--- config.mk ---
export PLATFORM = sky130hd
export DESIGN_NAME = cfg0_target
export DESIGN_NICKNAME = d
export VERILOG_FILES = /design/src/rtl/cfg0_pkg.sv /design/src/rtl/cfg0_frame_mon.sv /design/src/rtl/cfg0_decode.sv /design/src/rtl/cfg0_target.sv
export SDC_FILE = /design/constraint.sdc
export NUM_CORES = 1
export LEC_CHECK = 0
export CAP_MARGIN = 20
export CORE_MARGIN = 3
export CORE_UTILIZATION = 57
export DETAILED_ROUTE_END_ITERATION = 10
export DONT_BUFFER_PORTS = 1
export GPL_TIMING_DRIVEN = 0
export PLACE_DENSITY = 0.85
export SYNTH_ARGS = -nofsm -noshare
export SYNTH_HDL_FRONTEND = slang
export SYNTH_SLANG_ARGS = --single-unit
--- constraint.sdc ---
create_clock -name clk -period 1.4 [get_ports clk]
set_input_delay 0.28 -clock clk [delete_from_list [all_inputs] [get_ports clk]]
set_output_delay 0.28 -clock clk [all_outputs]
set_load 0.005 [all_outputs]
--- src/rtl/cfg0_pkg.sv ---
package cfg0_pkg;
    typedef enum logic [1:0] {
        ST_IDLE   = 2'd0,
        ST_DECODE = 2'd1,
        ST_DATA   = 2'd2,
        ST_HOLD   = 2'd3
    } tgt_state_e;
endpackage

--- src/rtl/cfg0_frame_mon.sv ---
module cfg0_frame_mon (
    input  logic clk,
    input  logic rst_n,
    input  logic frame_n,
    output logic addr_phase
);
    logic frame_d, frame_q;

    always_comb begin
        frame_d    = frame_n;
        addr_phase = frame_q & ~frame_n;
    end

    always_ff @(posedge clk or negedge rst_n) begin
        if (!rst_n) frame_q <= 1'b1;
        else        frame_q <= frame_d;
    end


    addr_single_chk: assert property (@(posedge clk) disable iff (!rst_n)
        addr_phase |=> !addr_phase);
endmodule

--- src/rtl/cfg0_decode.sv ---
module cfg0_decode #(
    parameter logic [3:0] CMD_RD = 4'b1010,
    parameter logic [3:0] CMD_WR = 4'b1011
) (
    input  logic [1:0] ad_low,
    input  logic [3:0] cmd,
    input  logic       idsel,
    input  logic       from_downstream,
    output logic       claim,
    output logic       is_write
);
    logic cmd_ok;

    always_comb begin
        cmd_ok   = (cmd == CMD_RD) || (cmd == CMD_WR);
        is_write = (cmd == CMD_WR);
        claim    = cmd_ok && (ad_low == 2'b00) && idsel && !from_downstream;
    end
endmodule

--- src/rtl/cfg0_target.sv ---
module cfg0_target #(
    parameter int         AD_W    = 32,
    parameter int         IDX_W   = 6,
    parameter int         IDX_LSB = 2,
    parameter logic [3:0] CMD_RD  = 4'b1010,
    parameter logic [3:0] CMD_WR  = 4'b1011
) (
    input  logic              clk,
    input  logic              rst_n,
    input  logic [AD_W-1:0]   ad_in,
    input  logic [3:0]        cbe_n,
    input  logic              idsel,
    input  logic              frame_n,
    input  logic              irdy_n,
    input  logic              from_downstream,
    output logic              devsel_n,
    output logic              trdy_n,
    output logic              stop_n,
    output logic [AD_W-1:0]   ad_out,
    output logic              ad_oe,
    output logic              reg_rd,
    output logic              reg_wr,
    output logic [IDX_W-1:0]  reg_idx,
    output logic [3:0]        reg_be,
    output logic [AD_W-1:0]   reg_wdata,
    input  logic [AD_W-1:0]   reg_rdata
);
    import cfg0_pkg::*;

    localparam int BE_W = AD_W / 8;

    typedef struct packed {
        tgt_state_e        st;
        logic              devsel_n;
        logic              trdy_n;
        logic              stop_n;
        logic              ad_oe;
        logic              is_wr;
        logic              wr_stb;
        logic [IDX_W-1:0]  idx;
        logic [BE_W-1:0]   be;
        logic [AD_W-1:0]   wdata;
        logic [AD_W-1:0]   rdata;
    } tgt_regs_t;

    tgt_regs_t q, d;
    logic addr_phase, claim, dec_wr;

    cfg0_frame_mon u_frame_mon (
        .clk        (clk),
        .rst_n      (rst_n),
        .frame_n    (frame_n),
        .addr_phase (addr_phase)
    );

    cfg0_decode #(.CMD_RD(CMD_RD), .CMD_WR(CMD_WR)) u_decode (
        .ad_low          (ad_in[1:0]),
        .cmd             (cbe_n),
        .idsel           (idsel),
        .from_downstream (from_downstream),
        .claim           (claim),
        .is_write        (dec_wr)
    );

    always_comb begin
        d        = q;
        d.wr_stb = 1'b0;
        unique case (q.st)
            ST_IDLE: begin
                if (addr_phase && claim) begin
                    d.st    = ST_DECODE;
                    d.idx   = ad_in[IDX_LSB +: IDX_W];
                    d.is_wr = dec_wr;
                end
            end
            ST_DECODE: begin
                d.st       = ST_DATA;
                d.devsel_n = 1'b0;
                d.trdy_n   = 1'b0;
                d.stop_n   = frame_n;
                d.ad_oe    = !q.is_wr;
                d.rdata    = reg_rdata;
            end
            ST_DATA: begin
                if (!irdy_n) begin
                    d.trdy_n = 1'b1;
                    d.ad_oe  = 1'b0;
                    if (q.is_wr) begin
                        d.wr_stb = 1'b1;
                        d.wdata  = ad_in;
                        d.be     = ~cbe_n;
                    end
                    if (frame_n) begin
                        d.st       = ST_IDLE;
                        d.devsel_n = 1'b1;
                        d.stop_n   = 1'b1;
                    end else begin
                        d.st     = ST_HOLD;
                        d.stop_n = 1'b0;
                    end
                end
            end
            ST_HOLD: begin
                if (frame_n && irdy_n) begin
                    d.st       = ST_IDLE;
                    d.devsel_n = 1'b1;
                    d.stop_n   = 1'b1;
                end
            end
            default: d.st = ST_IDLE;
        endcase
    end

    always_ff @(posedge clk or negedge rst_n) begin
        if (!rst_n) begin
            q          <= '0;
            q.devsel_n <= 1'b1;
            q.trdy_n   <= 1'b1;
            q.stop_n   <= 1'b1;
        end else begin
            q <= d;
        end
    end

    always_comb begin
        devsel_n  = q.devsel_n;
        trdy_n    = q.trdy_n;
        stop_n    = q.stop_n;
        ad_oe     = q.ad_oe;
        ad_out    = q.rdata;
        reg_rd    = (q.st == ST_DECODE) && !q.is_wr;
        reg_wr    = q.wr_stb;
        reg_idx   = q.idx;
        reg_be    = q.be;
        reg_wdata = q.wdata;
    end


    claim_medium_chk: assert property (@(posedge clk) disable iff (!rst_n)
        (addr_phase && claim && q.st == ST_IDLE) |=> devsel_n ##1 (!devsel_n && !trdy_n));

    downstream_ignore_chk: assert property (@(posedge clk) disable iff (!rst_n)
        (addr_phase && from_downstream && q.st == ST_IDLE) |=> ##1 devsel_n);

    trdy_needs_devsel_chk: assert property (@(posedge clk) disable iff (!rst_n)
        !trdy_n |-> !devsel_n);

    stop_needs_devsel_chk: assert property (@(posedge clk) disable iff (!rst_n)
        !stop_n |-> !devsel_n);

    wr_after_xfer_chk: assert property (@(posedge clk) disable iff (!rst_n)
        reg_wr |-> $past(!trdy_n && !irdy_n));

    oe_with_trdy_chk: assert property (@(posedge clk) disable iff (!rst_n)
        ad_oe |-> (!trdy_n && !devsel_n));

    release_chk: assert property (@(posedge clk) disable iff (!rst_n)
        (!devsel_n && trdy_n && frame_n && irdy_n) |=> (devsel_n && stop_n));
endmodule

==> flow_metrics.env <==
export IMPL_synth_top_area_share_pct=50.5
export IMPL_drive_gt1_share_pct=63.4
export IMPL_drtIter0Drc=70
export IMPL_drcViolationCount=0
export IMPL_clk_pin_slew_worst_paths_ns=0.08
export IMPL_whs_ns=-0.381
export IMPL_r2r_cells=6
export IMPL_gp_routability_congestion=0.746
export IMPL_p_sw_uw=2020
export IMPL_final_setup_tns_ns=-1.74
export IMPL_cts_hold_buf=1
export IMPL_rrSetupSlack_ns=-0.07
export IMPL_cts_made_buffers=9
export IMPL_gr_total_overflow=0
export IMPL_grt_first_pass_wirelength_um=10900
export IMPL_crit_chain="buf_6 -> clkinvlp_4 -> nor2_4 -> buf_12 -> buf_8 -> mux2_4"
export IMPL_stdcell_count=383
export IMPL_first_global_vias=2111
export IMPL_rows=29
export IMPL_clk_latency_ns=0.35
export IMPL_antenna_found_initial=0
export IMPL_slowest_delay_ns=0.37
export IMPL_synth_area_per_cell_um2=14.0
export IMPL_cts_path_max_buffers=2
export IMPL_cts_sinks=83
export IMPL_yosysWarningCount=0
export IMPL_peakVddDrop_mv=1.02
export IMPL_core_area_mm2=0.00649
export IMPL_initial_core_util_pct=60.3
export IMPL_cp_end_kind="flip-flop"
export IMPL_vias_per_cell=5.15
export IMPL_nets=376
export IMPL_setup_violations=40
export IMPL_routed_wl_um=7440
export IMPL_p_per_area_mw_per_mm2=1770
export IMPL_die_h_um=88.9
export IMPL_hp_class="in2async"
export IMPL_post_place_ws_ns=-0.116
export IMPL_cp_data_required_time_ns=1.63
export IMPL_synth_largest_area_cell="dfrtp_1"
export IMPL_htree_num_levels=3
export IMPL_ys_types=29
export IMPL_status="finished with violations"
export IMPL_skew_ns=0.00905
export IMPL_comb_power_share_pct=32.3
export IMPL_area_delta_synth_final_pct=14.9
export IMPL_yosys_top_cells_area="dfrtp_1 (50%), buf_4 (15%), mux2_4 (12%)"
export IMPL_dp_cells=356
export IMPL_root_buffer="clkbuf_8"
export IMPL_wire_per_inst_um=19.4
export IMPL_first_pass_iters=4
export IMPL_yosysSeqAreaShare_pct=53.2
export IMPL_intPower_uw=5950
export IMPL_r2r_end="ad_out[19]"
export IMPL_finalHoldViolations=83
export IMPL_ys_ff_latch=83
export IMPL_io_pins=154
export IMPL_setup_slack_ns=-0.0673
export IMPL_post_dp_hpwl_um=5180
export IMPL_fmax_mhz=682
export IMPL_die_area_mm2=0.00790
export IMPL_cts_tree="built"
export IMPL_failed_checks="hold timing, setup timing"
export IMPL_switching_share_pct=25.3
export IMPL_fin_crit_sh_pct=105
export IMPL_drv_slew=0
export IMPL_die_x_um=88.9
export IMPL_rr_startpoint="q[80]"
export IMPL_total_power_uw=7960
export IMPL_tightest_slew_ns=0.242
export IMPL_crit_arrival_ns=1.69
export IMPL_io_buffers=0
export IMPL_insertedDiodeCount=0
export IMPL_critPathKind="reg2reg"
export IMPL_seq_power_share_pct=44.4
export IMPL_synth_nets=353
export IMPL_crit_path_start_kind="flip-flop"
export IMPL_max_cap_violations=0
export IMPL_cp_max_fo=7
export IMPL_ant_nets=0
export IMPL_grt_max_degree=84
export IMPL_syn_inst=279
export IMPL_clockPowerShare_pct=23.3
export IMPL_max_slew_margin_rel_pct=83.8
export IMPL_synth_area_mm2=0.00392
export IMPL_gr_usage_all_layers_pct=18.7
export IMPL_vias=1974
export IMPL_rsz0062_at_grt="yes"
export IMPL_cp_slowest_cell="dfrtp_1"
export IMPL_finalCriticalPeriod_ns=1.47
export IMPL_p_leak_uw=0.00234
[metal layers]
layer	vias to the layer above	part of all wire (%)	routed length (um)	track usage [%]
met4	0	2.9	215	9.75
met5	-	0	0	0
li1	912	-	-	-
met3	15	7.0	521	4.56
met2	79	51	3810	31.8
met1	968	39	2890	21.8
[what timing repair did]
item | in CTS | in global routing
hold endpoints to repair | 84 | 83
gates cloned | 3 | 0
endpoints found under the setup margin | 67 | 71
gates resized for setup | 35 | 15
pin swaps | 2 | 1
setup buffers | 7 | 1
[state kept, by name, indices dropped and copies added (netlist names)]
signal               count
ad_out                  32
reg_wdata               32
reg_idx                  6
reg_be                   4
q                        3
ad_oe                    1
devsel_n                 1
reg_wr                   1
stop_n                   1
trdy_n                   1
u_frame_mon.frame_q      1
[cell families after synthesis]
| group | after synthesis | synth area share (%) |
|---|---|---|
| compound gates | 17 | 2.52 |
| fa+ha+maj | 1 | 0.256 |
| buf+inv | 88 | 16.9 |
| flops | 83 | 53.2 |
| mux | 72 | 23.6 |
| simple gates | 18 | 3.52 |
[cells in the mapped netlist (all sizes together)]
library cell and number:
maj3 1, nand4bb 1, nor3 1, nand2 5
o2bb2ai 1, and3 1, inv 3, o21ai 9
nor4b 1, nor2 5, mux2i 1, dfstp 4
mux2 71, nor2b 1, a22oi 1, a21oi 3
nand4 1, nand2b 1, buf 85, and4bb 1
a221oi 1, o22ai 1, a21o 1, dfrtp 79
[power groups by stage]
| stage | sequential (uW) | clock (uW) | combinational [uW] |
|---|---|---|---|
| after floorplan | 3440 | 0 | 1910 |
| after global placement | 3510 | 0 | 2100 |
| after detailed placement | 3560 | 0 | 2150 |
| after CTS | 3520 | 1900 | 2520 |
| after global routing | 3620 | 2000 | 2780 |
| final | 3530 | 1850 | 2580 |
[critical path, delay by kind of cell, from the launching register on]
kind / cells / cell delay [ns]
AND/OR/NAND/NOR: 1 / 0.14
multiplexers: 1 / 0.30
buffers and inverters: 4 / 0.55
flip-flops: 1 / 0.37
[layout make-up]
class	instances	area [um2]
clock buffer	10	138
clock inverter	5	77.6
inverter	3	15.0
timing repair buffer	12	128
fill	464	2000
buffer	85	682
sequential	83	2080
multi-input combinational	108	1280
tap	77	96.3
[worst max path at each step]
stage | from | endpoint | slack (ns)
after floorplan | q[80] | q[75] | 0.06
after global placement | q[80] | ad_out[21] | -0.07
after detailed placement | q[80] | ad_out[5] | -0.12
after CTS | q[80] | ad_out[0] | -0.09
after global routing | q[80] | ad_out[6] | -0.14
final | q[80] | ad_out[19] | -0.07
[cells in the final DEF, fill, tap and decap left out, drive strengths merged]
cell         count
nand2b           1
mux2i            1
and3             1
bufinv           2
dlygate4sd3      1
a21oi            3
a221oi           1
o22ai            1
nor2             5
inv              2
buf             95
nor3             1
dfrtp           79
mux2            71
and4bb           1
maj3             1
nand4bb          1
nor2b            1
nand4            1
a22oi            1
o2bb2ai          1
nor4b            1
clkinvlp         2
a21o             1
o21ai            9
nand2            5
clkinv           2
dfstp            4
clkbuf          11
[through the flow]
| step | util, % | cell area, um2 | hold slack (ns) |
|---|---|---|---|
| 4_1_cts | 68.4 | 4440 | -0.405 |
| 2_1_floorplan | - | 3920 | -0.0156 |
| 5_1_grt | 69.3 | 4500 | -0.408 |
| 6_report | 69.3 | 4500 | -0.381 |
| 3_3_place_gp | 61.8 | 4010 | -0.0139 |
| 3_5_place_dp | 61.8 | 4010 | -0.0142 |
No activity file was read; power rests on OpenSTA's default activity.
